--- src/rtl/capbuf_pkg.sv ---
package capbuf_pkg;
  typedef enum logic [2:0] {
    CB_IDLE,
    CB_ARMED,
    CB_DELAY,
    CB_FILL,
    CB_FULL
  } cb_state_e;

  localparam logic [2:0] OFS_SYNC_CNT  = 3'd0;
  localparam logic [2:0] OFS_WORD_CNT  = 3'd1;
  localparam logic [2:0] OFS_VALID_ARM = 3'd2;
  localparam logic [2:0] OFS_DELAY     = 3'd3;
  localparam logic [2:0] OFS_VERSION   = 3'd7;
endpackage

--- src/rtl/capbuf_mem.sv ---
module capbuf_mem #(
  parameter int DEPTH  = 16,
  parameter int DATA_W = 20,
  parameter int BUS_W  = 32,
  localparam int AW    = $clog2(DEPTH)
) (
  input  logic              clk,
  input  logic              rst_n,
  input  logic              wr_en,
  input  logic [AW-1:0]     wr_addr,
  input  logic [DATA_W-1:0] wr_data,
  input  logic              rd_en,
  input  logic [AW-1:0]     rd_addr,
  output logic [BUS_W-1:0]  rd_data
);
  logic [DATA_W-1:0] store [DEPTH];
  logic [DATA_W-1:0] rd_q;

  always_ff @(posedge clk) begin
    if (wr_en) store[wr_addr] <= wr_data;
  end

  always_ff @(posedge clk) begin
    if (!rst_n)     rd_q <= '0;
    else if (rd_en) rd_q <= store[rd_addr];
  end

  generate
    if (BUS_W > DATA_W) begin : g_pad
      assign rd_data = {{(BUS_W-DATA_W){1'b0}}, rd_q};
    end else begin : g_trim
      assign rd_data = rd_q[BUS_W-1:0];
    end
  endgenerate
endmodule

--- src/rtl/capbuf_ctrl.sv ---
module capbuf_ctrl
  import capbuf_pkg::*;
#(
  parameter int DEPTH = 16,
  parameter int DLY_W = 16,
  parameter int CNT_W = 32,
  localparam int AW   = $clog2(DEPTH)
) (
  input  logic             clk,
  input  logic             rst_n,
  input  logic             in_valid,
  input  logic             in_sync,
  input  logic             mode_sync,
  input  logic [DLY_W-1:0] dly,
  input  logic             arm,
  input  logic             last_rd,
  output logic             wr_en,
  output logic [AW-1:0]    wr_addr,
  output logic [AW:0]      word_cnt,
  output logic [CNT_W-1:0] sync_cnt,
  output logic [CNT_W-1:0] valid_cnt
);
  localparam logic [AW:0] LAST = (AW+1)'(DEPTH-1);

  cb_state_e        st, st_n;
  logic [AW:0]      wc_n;
  logic [DLY_W-1:0] dl, dl_n;
  logic             sync_ev, oneshot;

  assign sync_ev = in_valid & in_sync;
  assign oneshot = mode_sync & (dly != '0);

  always_comb begin
    st_n    = st;
    wc_n    = word_cnt;
    dl_n    = dl;
    wr_en   = 1'b0;
    wr_addr = word_cnt[AW-1:0];
    if (!mode_sync) begin
      case (st)
        CB_FILL: if (in_valid) begin
          wr_en = 1'b1;
          wc_n  = word_cnt + 1'b1;
          if (word_cnt == LAST) st_n = CB_FULL;
        end
        CB_FULL: if (last_rd) begin
          wc_n = '0;
          st_n = CB_FILL;
        end
        default: begin
          wc_n = '0;
          st_n = CB_FILL;
        end
      endcase
    end else if (!oneshot) begin
      if (sync_ev) begin
        wr_en   = 1'b1;
        wr_addr = '0;
        wc_n    = (AW+1)'(1);
        st_n    = CB_FILL;
      end else if (st == CB_FILL && in_valid) begin
        wr_en = 1'b1;
        wc_n  = word_cnt + 1'b1;
        if (word_cnt == LAST) st_n = CB_FULL;
      end
    end else if (arm) begin
      st_n = CB_ARMED;
    end else begin
      case (st)
        CB_ARMED: if (sync_ev) begin
          wc_n = '0;
          dl_n = dly - 1'b1;
          st_n = CB_DELAY;
        end
        CB_DELAY: if (in_valid) begin
          if (dl == '0) begin
            wr_en   = 1'b1;
            wr_addr = '0;
            wc_n    = (AW+1)'(1);
            st_n    = CB_FILL;
          end else begin
            dl_n = dl - 1'b1;
          end
        end
        CB_FILL: if (in_valid) begin
          wr_en = 1'b1;
          wc_n  = word_cnt + 1'b1;
          if (word_cnt == LAST) st_n = CB_FULL;
        end
        default: ;
      endcase
    end
  end

  always_ff @(posedge clk) begin
    if (!rst_n) begin
      st       <= CB_IDLE;
      word_cnt <= '0;
      dl       <= '0;
    end else begin
      st       <= st_n;
      word_cnt <= wc_n;
      dl       <= dl_n;
    end
  end

  always_ff @(posedge clk) begin
    if (!rst_n)       sync_cnt <= '0;
    else if (last_rd) sync_cnt <= '0;
    else if (sync_ev) sync_cnt <= sync_cnt + 1'b1;
  end

  always_ff @(posedge clk) begin
    if (!rst_n)        valid_cnt <= '0;
    else if (sync_ev)  valid_cnt <= '0;
    else if (in_valid) valid_cnt <= valid_cnt + 1'b1;
  end

  p_no_overflow_r2: assert property (@(posedge clk) disable iff (!rst_n)
    word_cnt <= (AW+1)'(DEPTH));
  p_full_stops_r2: assert property (@(posedge clk) disable iff (!rst_n)
    (!mode_sync && st == CB_FULL && !last_rd) |=> $stable(word_cnt));
  p_refill_r3: assert property (@(posedge clk) disable iff (!rst_n)
    (!mode_sync && st == CB_FULL && last_rd) |=> word_cnt == '0);
  p_sync_restart_r4: assert property (@(posedge clk) disable iff (!rst_n)
    (mode_sync && dly == '0 && sync_ev) |=> word_cnt == (AW+1)'(1));
  p_one_shot_r6: assert property (@(posedge clk) disable iff (!rst_n)
    (oneshot && st == CB_FULL && !arm) |=> $stable(word_cnt));
  p_sync_clear_r7: assert property (@(posedge clk) disable iff (!rst_n)
    last_rd |=> sync_cnt == '0);
  p_valid_clear_r9: assert property (@(posedge clk) disable iff (!rst_n)
    sync_ev |=> valid_cnt == '0);
endmodule

--- src/rtl/capbuf_regs.sv ---
module capbuf_regs
  import capbuf_pkg::*;
#(
  parameter int          DEPTH   = 16,
  parameter int          DLY_W   = 16,
  parameter int          CNT_W   = 32,
  parameter int          BUS_W   = 32,
  parameter logic [31:0] VERSION = 32'h1,
  localparam int         AW      = $clog2(DEPTH)
) (
  input  logic             clk,
  input  logic             rst_n,
  input  logic             wr,
  input  logic             rd,
  input  logic [2:0]       addr,
  input  logic [BUS_W-1:0] wdata,
  input  logic [CNT_W-1:0] sync_cnt,
  input  logic [AW:0]      word_cnt,
  input  logic [CNT_W-1:0] valid_cnt,
  output logic [DLY_W-1:0] dly,
  output logic             arm,
  output logic [BUS_W-1:0] rdata
);
  logic [BUS_W-1:0] rmux;

  assign arm = wr && (addr == OFS_VALID_ARM);

  always_ff @(posedge clk) begin
    if (!rst_n)                          dly <= '0;
    else if (wr && addr == OFS_DELAY)    dly <= wdata[DLY_W-1:0];
  end

  always_comb begin
    case (addr)
      OFS_SYNC_CNT:  rmux = BUS_W'(sync_cnt);
      OFS_WORD_CNT:  rmux = BUS_W'(word_cnt);
      OFS_VALID_ARM: rmux = BUS_W'(valid_cnt);
      OFS_DELAY:     rmux = BUS_W'(dly);
      OFS_VERSION:   rmux = BUS_W'(VERSION);
      default:       rmux = '0;
    endcase
  end

  always_ff @(posedge clk) begin
    if (!rst_n)  rdata <= '0;
    else if (rd) rdata <= rmux;
  end

  p_reserved_zero_r11: assert property (@(posedge clk) disable iff (!rst_n)
    (rd && addr >= 3'd4 && addr <= 3'd6) |=> rdata == '0);
  p_delay_hold_r10: assert property (@(posedge clk) disable iff (!rst_n)
    !(wr && addr == OFS_DELAY) |=> $stable(dly));
endmodule

--- src/rtl/sync_capture_buffer.sv ---
module sync_capture_buffer #(
  parameter int          DEPTH   = 16,
  parameter int          DATA_W  = 20,
  parameter int          DLY_W   = 16,
  parameter logic [31:0] VERSION = 32'h1,
  localparam int         AW      = $clog2(DEPTH),
  localparam int         BUS_W   = 32
) (
  input  logic              clk,
  input  logic              rst_n,
  input  logic              mode_sync,
  input  logic              in_valid,
  output logic              in_ready,
  input  logic [DATA_W-1:0] in_data,
  input  logic              in_sync,
  input  logic              reg_wr,
  input  logic              reg_rd,
  input  logic [2:0]        reg_addr,
  input  logic [BUS_W-1:0]  reg_wdata,
  output logic [BUS_W-1:0]  reg_rdata,
  input  logic              ram_rd,
  input  logic [AW-1:0]     ram_addr,
  output logic [BUS_W-1:0]  ram_rdata
);
  logic             wr_en, arm, last_rd;
  logic [AW-1:0]    wr_addr;
  logic [AW:0]      word_cnt;
  logic [BUS_W-1:0] sync_cnt, valid_cnt;
  logic [DLY_W-1:0] dly;

  assign in_ready = 1'b1;
  assign last_rd  = ram_rd && (ram_addr == AW'(DEPTH-1));

  capbuf_ctrl #(.DEPTH(DEPTH), .DLY_W(DLY_W), .CNT_W(BUS_W)) u_ctrl (
    .clk(clk), .rst_n(rst_n), .in_valid(in_valid), .in_sync(in_sync),
    .mode_sync(mode_sync), .dly(dly), .arm(arm), .last_rd(last_rd),
    .wr_en(wr_en), .wr_addr(wr_addr), .word_cnt(word_cnt),
    .sync_cnt(sync_cnt), .valid_cnt(valid_cnt)
  );

  capbuf_mem #(.DEPTH(DEPTH), .DATA_W(DATA_W), .BUS_W(BUS_W)) u_mem (
    .clk(clk), .rst_n(rst_n), .wr_en(wr_en), .wr_addr(wr_addr),
    .wr_data(in_data), .rd_en(ram_rd), .rd_addr(ram_addr), .rd_data(ram_rdata)
  );

  capbuf_regs #(.DEPTH(DEPTH), .DLY_W(DLY_W), .CNT_W(BUS_W), .BUS_W(BUS_W),
                .VERSION(VERSION)) u_regs (
    .clk(clk), .rst_n(rst_n), .wr(reg_wr), .rd(reg_rd), .addr(reg_addr),
    .wdata(reg_wdata), .sync_cnt(sync_cnt), .word_cnt(word_cnt),
    .valid_cnt(valid_cnt), .dly(dly), .arm(arm), .rdata(reg_rdata)
  );
endmodule

--- config.mk ---
export PLATFORM = sky130hd
export DESIGN_NAME = sync_capture_buffer
export DESIGN_NICKNAME = d
export VERILOG_FILES = /design/src/rtl/capbuf_pkg.sv /design/src/rtl/capbuf_mem.sv /design/src/rtl/capbuf_ctrl.sv /design/src/rtl/capbuf_regs.sv /design/src/rtl/sync_capture_buffer.sv
export SDC_FILE = /design/constraint.sdc
export NUM_CORES = 1
export LEC_CHECK = 0
export BUFFER_PORTS_ARGS = -buffer_cell sky130_fd_sc_hd__buf_2
export CELL_PAD_IN_SITES_DETAIL_PLACEMENT = 1
export CELL_PAD_IN_SITES_GLOBAL_PLACEMENT = 1
export CORE_MARGIN = 3
export CORE_UTILIZATION = 50
export DETAILED_ROUTE_END_ITERATION = 7
export GPL_ROUTABILITY_DRIVEN = 0
export PLACE_DENSITY = 0.88
export SYNTH_ARGS = -nofsm -noshare
export SYNTH_HDL_FRONTEND = slang
export SYNTH_SLANG_ARGS = --single-unit
export TNS_END_PERCENT = 100
--- constraint.sdc ---
create_clock -name clk -period 5.31 [get_ports clk]
set_input_delay 0.7965 -clock clk [delete_from_list [all_inputs] [get_ports clk]]
set_output_delay 0.7965 -clock clk [all_outputs]
set_load 0.02 [all_outputs]
* After elaboration in Yosys (flattened, before gate mapping) *
Memories as Yosys holds them, arrays and structs flattened. A register that Yosys moved wholly into a read port is not among the register bits.
Cells that the tools add are included.
Widths: inputs -> output; s select.

word-level totals
  register bits after elaboration = 136
  memory bits (writable) = 320
  input port bits = 67
  output and inout port bits = 65
  memories = 1

operators by class
  add/subtract/negate cells = 5
  equality and inequality tests = 24
  muxes and demuxes = 49
  bitwise logic cells = 4
  reduce and logical (&&, ||, !) cells = 14

memories
  name         depth  width  read ports  clocked after Yosys merged registers in  wr ports  RTL line          source
  u_mem.store  16     20     1           1                                        1         capbuf_mem.sv:16  logic [DATA_W-1:0] store [DEPTH];

operators with widths
  operator               count
  $pmux 32 s5            1
  $add 32x1->32 const B  2
  $mux 5                 10
  $mux 16                3
  $mux 3                 11
  $pmux 16 s2            1
  $sub 16x1->16 const B  2
  $mux 4                 7
  $logic_not 16->1       1
  $reduce_bool 16->1     1
  $ne 5x5->1 const B     3
  $pmux 5 s3             1
  $reduce_and 7->1       2
  $eq 3x2->1 const B     4
  $mux 1                 11
  $pmux 5 s2             1
  $pmux 3 s3             1
  $ne 4x4->1 const B     2
  $eq 3x1->1 const B     2
  $eq 3x3->1 const B     2
  $ne 3x3->1 const B     2
  $ne 6x6->1 const B     1
  $pmux 3 s2             1
  $reduce_and 6->1       1
  other kinds (16)       23

* Logic depth before layout (Yosys ltp) *
Gate-level depths: netlist of run 1.

  word-level depth = 9
  mapped depth = 14
  depth with buffers taken out = 9

* Modules after synthesis *
A second synthesis of run 1 with hierarchy kept.

unflattened totals
  cell total of the unflattened synthesis = 1634
  area total of the unflattened synthesis = 20583.5 um^2

by module, submodules not included
  module               times used  cells an instance  area each (um^2)
  capbuf_mem           1           765                13213.9
  capbuf_ctrl          1           629                5017.3
  capbuf_regs          1           235                2328.5
  sync_capture_buffer  1           5                  23.8

* Worst setup path before layout of run 1 *
OpenSTA, ideal clock, no wires.

  path kind = register to register
  start = reg u_ctrl.dl[10]
  end = mem u_mem.store[8][0] (enable)
  library setup time = 448 ps
  arrival time = 4223 ps
  data required time = 4862 ps
  setup slack = 639 ps
  cell stages (with the launch flop) = 8
  path buffers = 1
  clock period less this slack = 4671 ps
  cells stage by stage = dfxtp_1 or4_1 or4b_4 nor3_2 o2111a_1 o221ai_2 buf_6 nor4_1

on the way
  word-level cells in the longest chain between the ends = 9
  elaborated cells between the ends (all ways) = 15
  those cells by class = mux (14); reduce/logical (1)

RTL lines
  element                       RTL line            source
  start, declared               capbuf_ctrl.sv:27   logic [DLY_W-1:0] dl, dl_n;
  start signal, assigned        capbuf_ctrl.sv:103  dl <= dl_n;
  $logic_not 16->1 *            capbuf_ctrl.sv:76   if (dl == '0) begin
  $mux 1                        capbuf_ctrl.sv:76
  $mux 1                        capbuf_ctrl.sv:75   CB_DELAY: if (in_valid) begin
  $pmux 1 s2                    capbuf_ctrl.sv:69   case (st)
  $mux 1                        capbuf_ctrl.sv:66   end else if (arm) begin
  $mux 1                        capbuf_ctrl.sv:55   end else if (!oneshot) begin
  $mux 1                        capbuf_ctrl.sv:39   if (!mode_sync) begin
  $mux 1                        capbuf_mem.sv:20    if (wr_en) store[wr_addr] <= wr_data;
  $mux 1 (not written as such)  capbuf_mem.sv:20
  end, declared                 capbuf_mem.sv:16

Every way passes the cells marked *; elsewhere a longest branch is shown, timed or not.

* Worst setup path after layout of run 1 *
  start = reg u_ctrl.dl[10]
  end = mem u_mem.store[11][18] (enable)

Same word-level chain as after synthesis.

==> out/results.txt, run 1 <==
RSZ-0062 raised after global routing = no
Multiplexer share of the synthesized area = 0.145
Total of warnings raised by yosys = 0
Clock tree from TritonCTS = done
Initial core utilization = 0.511
Area of the mapped netlist = 19900 sq um
Maximum buffer depth of the clock tree = 3
Hold depth = 2
Post-DP HPWL = 33.0 mm
Count of flip-flops with a built-in enable after synthesis = 320
IO Pins = 132
Most area-consuming cells after synthesis = edfxtp_1 48%, dfxtp_1 16%, mux4_2 12%, nor2_1 3.0%, mux2i_1 2.7%
Transition at the pin with the smallest max-transition slack = 1.21 ns
Vias in the first global route = 13403
WP data arrival = 4.45 ns
TritonCTS buffer count = 48
Critical setup path kind = reg -> reg
Fraction of layout cells with a size suffix above 1 = 0.217
Worst-skew pair later-pin latency = 0.61 ns
Final setup vio count = 0
Floorplan core area = 39000 sq um
Post-detailed-route count of antenna-violating nets = 0
Count of cell types in the netlist = 71
Pwr per Cell Area = 352 nW/um^2
GRT Residual Overflow = 0
Multi-input logic area = 6860 sq um
Final TNS setup = 0 ns
H-Tree Depth = 2
Number of inserted diodes = 0
Post-synthesis compound-gate area fraction = 0.0570
Startpoint kind of the worst setup timing path = flop
Global-route total usage across every layer = 0.260
Clock-pin slew on the worst setup and hold paths = 0.06 ns
Total Routed Length = 54.2 mm
Detailed router's first-iteration violation count = 1300
Wire length of the first global-routing pass = 82.9 mm
Worst ir drop on vdd = 0.393 mV
Total number of nets in the final design = 1594
Post-DR vias/cell = 6.18
Max-slew headroom at the worst pin = 0.193
Count of port buffers added during placement = 102
Via total after detailed routing = 12837
Number of flip-flops and latches in the synthesized netlist = 476
Share of synthesized cell area in full adder, half adder and majority cells = 0.00314
Number of gates given a new drive strength after cts = 0
Area share of the leading cell type in the synthesized netlist = 0.482
Total design power = 0.00793 W
Detail-routed net length per standard cell = 26.1 microns
Dominant combinational cell family by area after synthesis = multiplexers
Std-Cell Rows = 72
Post-synthesis area per instance = 14.0 sq um
Yosys top cell by area = edfxtp_1
Fill cells = 3766
Y dimension of the die = 206 microns
Seq/Total Area, Yosys = 0.639
DRC errors left = 0
Register Area = 12700 sq um
Simple-gate share of the synthesized area = 0.107
Number of max-slew violations in the final report = 0
DR pass1 iterations = 5
Min cycle time layout = 4.19 ns
Status = finished, final reports clean
Max Cap Violations = 0
Fin crit share = 0.790
Most used flip-flop cell after synthesis = edfxtp_1
Number of hold buffers added after cts = 0
Leak = 7.71 nW
Die X = 206 microns
Worst Reg2Reg Path Length in Cells = 7
Clock root buffer = clkbuf_16
Die area = 42300 sq um
Largest fanout on the critical path = 15
Number of hold violations in the final report = 0
Max Fclk = 0.238 GHz
Cell count after synthesis = 1426
Clock tree sinks = 476
Nature of the critical path endpoint = flop
Fraction of registers with async set or reset after synthesis = 0
Number of antenna violations at the first check in global routing = 1
Pin count of the biggest net entering global routing = 67
Post-CTS repair timing setup buffer count = 0
Critical path data required time = 5.57 ns
Post-synthesis share of cell area spent on xor and xnor gates = 0.0250
Clock skew = 0.0354 ns
Classification of the worst-slack hold path = in -> reg
Synthesis-to-layout area growth = 13.0%
[cells in the mapped netlist, types with 19 or more instances]
master,number
nor2_1,161
a21oi_1,62
o21ai_0,35
nor3_1,30
mux4_2,104
dfxtp_1,156
xor2_1,39
clkbuf_1,61
or3_1,19
nand2_1,100
edfxtp_1,320
mux2i_1,53
nand3_1,32
[final cells by class]
cell class	instances	share of cell area
Timing Repair Buffer	132	0.0340
Tap cell	518	0.0288
Sequential cell	476	0.565
Multi-Input combinational cell	854	0.304
Inverter	10	0.00167
Clock inverter	23	0.00955
Clock buffer	65	0.0566
[path summary, 6_finish.rpt]
kind / start / endpoint / slack, ns
setup / recovery: u_ctrl.dl[10] / u_mem.store[11][18] / 1.12
setup reg to reg: u_ctrl.dl[10] / u_mem.store[11][18] / 1.12
hold reg to reg: u_regs.rdata[21] / u_regs.rdata[21] / 0.49
hold / removal: reg_rd / u_regs.rdata[0] / 0.45
[cells by family after synthesis]
kind of cell / after synthesis
adder cells (fa/ha/maj): 5
other: 2
AO/OA/AOI/OAI: 178
XOR/XNOR: 57
multiplexers: 159
AND/OR/NAND/NOR: 442
flip-flops: 476
buffers and inverters: 107
[flip-flops by register name, indices dropped and copies added, names as in the netlist]
| signal | count |
|---|---|
| u_ctrl.st | 3 |
| u_ctrl.word_cnt | 5 |
| u_ctrl.dl | 16 |
| u_regs.dly | 16 |
| u_ctrl.sync_cnt | 32 |
| u_mem.store | 320 |
| u_ctrl.valid_cnt | 32 |
| u_mem.rd_q | 20 |
| u_regs.rdata | 32 |
[stage by stage]
step	hold slack, ns	area [sq um]	instances	utilization	setup WS (ns)
2_1_floorplan	0.450	20000	1437	-	0.639
3_3_place_gp	0.469	21000	1990	0.539	1.35
3_5_place_dp	0.481	21000	1990	0.539	1.21
4_1_cts	0.429	22500	2078	0.578	1.15
5_1_grt	0.439	22500	2078	0.578	0.978
6_report	0.452	22500	2078	0.578	1.12
[worst max-delay path, stage by stage (launching register included)]
cell,delay [ns]
dfxtp_1,0.38
or4_1,0.63
or4b_4,0.62
nor3_2,0.37
o2111a_1,0.29
o221ai_2,0.44
nor3_2,0.72
buf_4,0.42
[power breakdown]
group          switching (W)  internal [W]  total [W]
registers          0.0000459       0.00399    0.00404
clock network        0.00146       0.00180    0.00326
logic               0.000398      0.000230   0.000628
total                0.00190       0.00603    0.00793
[layout by cell type, fill, tap and decap left out, types with 9 or more instances in the layout]
master / Yosys / routed
or3_1: 19 / 19
a22oi_1: 16 / 16
o21ai_0: 35 / 35
nand2_1: 100 / 100
nand3_1: 32 / 32
clkinv_2: 0 / 9
dfxtp_1: 156 / 156
clkbuf_16: 0 / 48
a31oi_1: 11 / 11
or4_1: 9 / 9
nand4_1: 15 / 15
buf_4: 15 / 30
xor2_1: 39 / 39
inv_1: 10 / 9
nor3_1: 30 / 21
clkbuf_1: 61 / 15
mux2i_1: 53 / 53
a21oi_1: 62 / 62
nor2_1: 161 / 161
mux4_2: 104 / 104
edfxtp_1: 320 / 320
nor3_2: 1 / 10
conb_1: 2 / 13
buf_2: 2 / 100
and3_1: 18 / 18
xnor2_1: 18 / 18
[layer usage]
metal	up-vias	track usage	part of all wire
li1	5624	-	-
met1	6628	0.340	0.40
met2	503	0.456	0.52
met3	80	0.0384	0.058
met4	2	0.0693	0.022
met5	-	0	0.00024
Note: power is estimated with default switching activity, not from simulation.
==> inputs of run 2 (changes only) <==
--- a/config.mk
+++ b/config.mk
@@ -5,14 +5,15 @@
 export SDC_FILE = /design/constraint.sdc
 export NUM_CORES = 1
 export LEC_CHECK = 0
+export ABC_AREA = 1
 export BUFFER_PORTS_ARGS = -buffer_cell sky130_fd_sc_hd__buf_2
 export CELL_PAD_IN_SITES_DETAIL_PLACEMENT = 1
 export CELL_PAD_IN_SITES_GLOBAL_PLACEMENT = 1
 export CORE_MARGIN = 3
-export CORE_UTILIZATION = 50
+export CORE_UTILIZATION = 43
 export DETAILED_ROUTE_END_ITERATION = 7
 export GPL_ROUTABILITY_DRIVEN = 0
-export PLACE_DENSITY = 0.88
+export PLACE_DENSITY = 0.85
 export SYNTH_ARGS = -nofsm -noshare
 export SYNTH_HDL_FRONTEND = slang
 export SYNTH_SLANG_ARGS = --single-unit
==> constraint.sdc (replaced) <==
create_clock -name clk -period 3.4 [get_ports clk]
set_input_delay 0.51 -clock clk [delete_from_list [all_inputs] [get_ports clk]]
set_output_delay 0.51 -clock clk [all_outputs]
set_load 0.02 [all_outputs]
==> out/results.txt, run 2 <==
Status = finished, final reports clean (unchanged)
Max Cap Violations = 0 (unchanged)
H-Tree Depth = 2 (unchanged)
DR pass1 iterations = 5 (unchanged)
Count of cell types in the netlist = 44 (was 71)
Transition at the pin with the smallest max-transition slack = 1.13 ns (was 1.21 ns)
Leak = 8.54 nW (was 7.71 nW)
Clock skew = 0.0281 ns (was 0.0354 ns)
Post-DR vias/cell = 5.75 (was 6.18)
Fraction of registers with async set or reset after synthesis = 0 (unchanged)
Initial core utilization = 0.439 (was 0.511)
Number of hold buffers added after cts = 0 (unchanged)
Post-DP HPWL = 41.4 mm (was 33.0 mm)
Setup slack of the critical path after layout = 0.662 ns (was 1.12 ns)
Std-Cell Rows = 80 (was 72)
Die area = 51800 sq um (was 42300 sq um)
Top library cells by usage in the layout, fill and taps aside = 379 x nand2_1, 354 x nor2_1, 320 x edfxtp_1, 226 x o21ai_0, 161 x inv_1 (was 320 x edfxtp_1, 161 x nor2_1, 156 x dfxtp_1, 104 x mux4_2)
Largest fanout on the critical path = 20 (was 15)
Area of the mapped netlist = 21100 sq um (was 19900 sq um)
Max Fclk = 0.365 GHz (was 0.238 GHz)
Number of hold violations in the final report = 0 (unchanged)
Worst-skew pair later-pin latency = 0.61 ns (about the same)
Max-slew headroom at the worst pin = 0.245 (was 0.193)
Fin crit share = 0.805 (was 0.790)
Critical setup path kind = reg -> reg (unchanged)
Final setup vio count = 0 (unchanged)
Post-detailed-route count of antenna-violating nets = 0 (unchanged)
Clock tree from TritonCTS = done (unchanged)
Via total after detailed routing = 17433 (was 12837)
Classification of the worst-slack hold path = in -> reg (unchanged)
Post-synthesis area per instance = 9.39 sq um (was 14.0 sq um)
Total Routed Length = 67.9 mm (was 54.2 mm)
Post-CTS repair timing setup buffer count = 0 (unchanged)
Fill cells = 5458 (was 3766)
Global-route total usage across every layer = 0.258 (was 0.260)
Fraction of layout cells with a size suffix above 1 = 0.132 (was 0.217)
Most area-consuming cells after synthesis = edfxtp_1 46%, dfxtp_1 15%, nand2_1 6.7%, nor2_1 6.6%, o21ai_0 5.4% (was edfxtp_1 48%, dfxtp_1 16%, mux4_2 12%, nor2_1 3.0%, mux2i_1 2.7%)
Register Area = 12700 sq um (unchanged)
Final cell count without fillers = 3033 (was 2078)
Wire length of the first global-routing pass = 103 mm (was 82.9 mm)
Die X = 228 microns (was 206 microns)
Most frequently used cell type in the post-synthesis netlist = nand2_1 (was edfxtp_1)
Most frequent cells after synthesis = 379 x nand2_1, 370 x nor2_1, 320 x edfxtp_1 (was 320 x edfxtp_1, 161 x nor2_1, 156 x dfxtp_1)
Area share of the leading cell type in the synthesized netlist = 0.455 (was 0.482)
Vias in the first global route = 18305 (was 13403)
Clock root buffer = clkbuf_16 (unchanged)
Synthesis-to-layout area growth = 14.0% (was 13.0%)
Multi-input logic area = 7230 sq um (was 6860 sq um)
WP data arrival = 2.98 ns (was 4.45 ns)
Post-place setup slack = 0.647 ns (was 1.21 ns)
Floorplan core area = 48100 sq um (was 39000 sq um)
GRT Residual Overflow = 0 (unchanged)
Yosys top cell by area = edfxtp_1 (unchanged)
Final TNS setup = 0 ns (unchanged)
RSZ-0062 raised after global routing = no (unchanged)
Commonest non-fill, non-tap cell in the layout = nand2_1 (was edfxtp_1)
Pin count of the biggest net entering global routing = 105 (was 67)
Worst ir drop on vdd = 0.390 mV (was 0.393 mV)
Worst hold slack = 0.209 ns (was 0.452 ns)
Startpoint kind of the worst setup timing path = flop (unchanged)
TritonCTS buffer count = 50 (was 48)
Number of max-slew violations in the final report = 0 (unchanged)
Top reg by flops = u_mem.store (unchanged)
Cell count after synthesis = 2248 (was 1426)
Min cycle time layout = 2.74 ns (was 4.19 ns)
Clock-pin slew on the worst setup and hold paths = 0.06 ns (about the same)
Number of antenna violations at the first check in global routing = 4 (was 1)
Critical path data required time = 3.64 ns (was 5.57 ns)
Seq/Total Area, Yosys = 0.603 (was 0.639)
Detail-routed net length per standard cell = 22.4 microns (was 26.1 microns)
Pwr per Cell Area = 578 nW/um^2 (was 352 nW/um^2)
DRC errors left = 0 (unchanged)
Detailed router's first-iteration violation count = 1662 (was 1300)
Count of port buffers added during placement = 102 (unchanged)
Clock tree sinks = 476 (unchanged)
Largest register FFs = 320 (unchanged)
Most used flip-flop cell after synthesis = edfxtp_1 (unchanged)
Y dimension of the die = 228 microns (was 206 microns)
Nature of the critical path endpoint = flop (unchanged)
Total number of nets in the final design = 2404 (was 1594)
IO Pins = 132 (unchanged)
Number of flip-flops and latches in the synthesized netlist = 476 (unchanged)
Maximum buffer depth of the clock tree = 3 (unchanged)
Number of gates given a new drive strength after cts = 0 (unchanged)
Total of warnings raised by yosys = 0 (unchanged)
Count of flip-flops with a built-in enable after synthesis = 320 (unchanged)
Total design power = 0.0139 W (was 0.00793 W)
Number of instances in the placed design = 2936 (was 1990)
-- run 2: changes by cell type after synthesis, moves of 18 or more --
cell      before  now
mux4_2       104    0
o22ai_1        0   39
a21oi_1       62  104
mux2i_1       53    0
o21ai_0       35  226
nand3_1       32  100
o221ai_1       1   59
nand2_1      100  379
nor2_1       161  370
or3_1         19    0
nand2_2        0   18
inv_1         10  163
and3_1        18    0
-- run 2: metrics by stage --
stage,utilization,cell area [sq um]
2_1_floorplan,-,21200
3_3_place_gp,0.464,22300
3_5_place_dp,0.464,22300
4_1_cts,0.500,24100
5_1_grt,0.500,24100
6_report,0.500,24100
-- run 2: report_power, final --
part,leakage (nW),total [W],internal (W),switching [W]
combinational,3.55,0.00178,0.000492,0.00129
sequential,4.14,0.00642,0.00630,0.000115
clock,0.838,0.00573,0.00334,0.00239
total,8.54,0.0139,0.0101,0.00379
-- run 2: metal layers --
| layer | track usage | wire (microns) |
|---|---|---|
| met5 | 0 | 13 |
| met3 | 0.0376 | 3880 |
| met2 | 0.455 | 34300 |
| met1 | 0.318 | 27000 |
| met4 | 0.109 | 2600 |
-- run 2: final cells by class --
type | instances | share of cell area
Antenna cell | 3 | 0.000312
Clock buffer | 66 | 0.0588
Clock inverter | 28 | 0.0132
Inverter | 175 | 0.0275
Multi-Input combinational cell | 1484 | 0.300
Sequential cell | 476 | 0.529
Tap cell | 656 | 0.0341
Timing Repair Buffer | 145 | 0.0373
-- run 2: logic make-up (layout without fill, tap and decap cells) --
group,Yosys count,after routing,synth area share
other,2,16,0.000356
buffers and inverters,299,414,0.0588
and+or+nand+nor,970,970,0.196
xor gates and xnor gates,27,27,0.0112
AOI/OAI and AO/OA,469,469,0.128
DFF,476,476,0.603
adders and majority gates,5,5,0.00296
-- run 2: worst paths after layout --
| path | slack (ns) | endpoint | from | cells after the start |
|---|---|---|---|---|
| worst max-delay path | 0.66 | u_mem.store[7][17] | u_regs.dly[13] | 12 |
| worst min-delay path | 0.21 | u_regs.dly[14] | reg_wdata[14] | 3 |
| worst max register to register | 0.66 | u_mem.store[7][17] | u_regs.dly[13] | 12 |
| worst min register to register | 0.46 | u_regs.rdata[28] | u_regs.rdata[28] | 2 |
-- run 2: worst max-delay path, cell delays in order (launching register included) --
cell and delay, ns:
dfxtp_1 0.36, nor2_1 0.12, nand2_1 0.07, nor2_1 0.19
nand2_1 0.11, nand2_1 0.19, nor2_1 0.09, nand2_1 0.09
nand2_1 0.12, nor2_1 0.17, nand3_1 0.28, nor2_2 0.20
buf_4 0.40
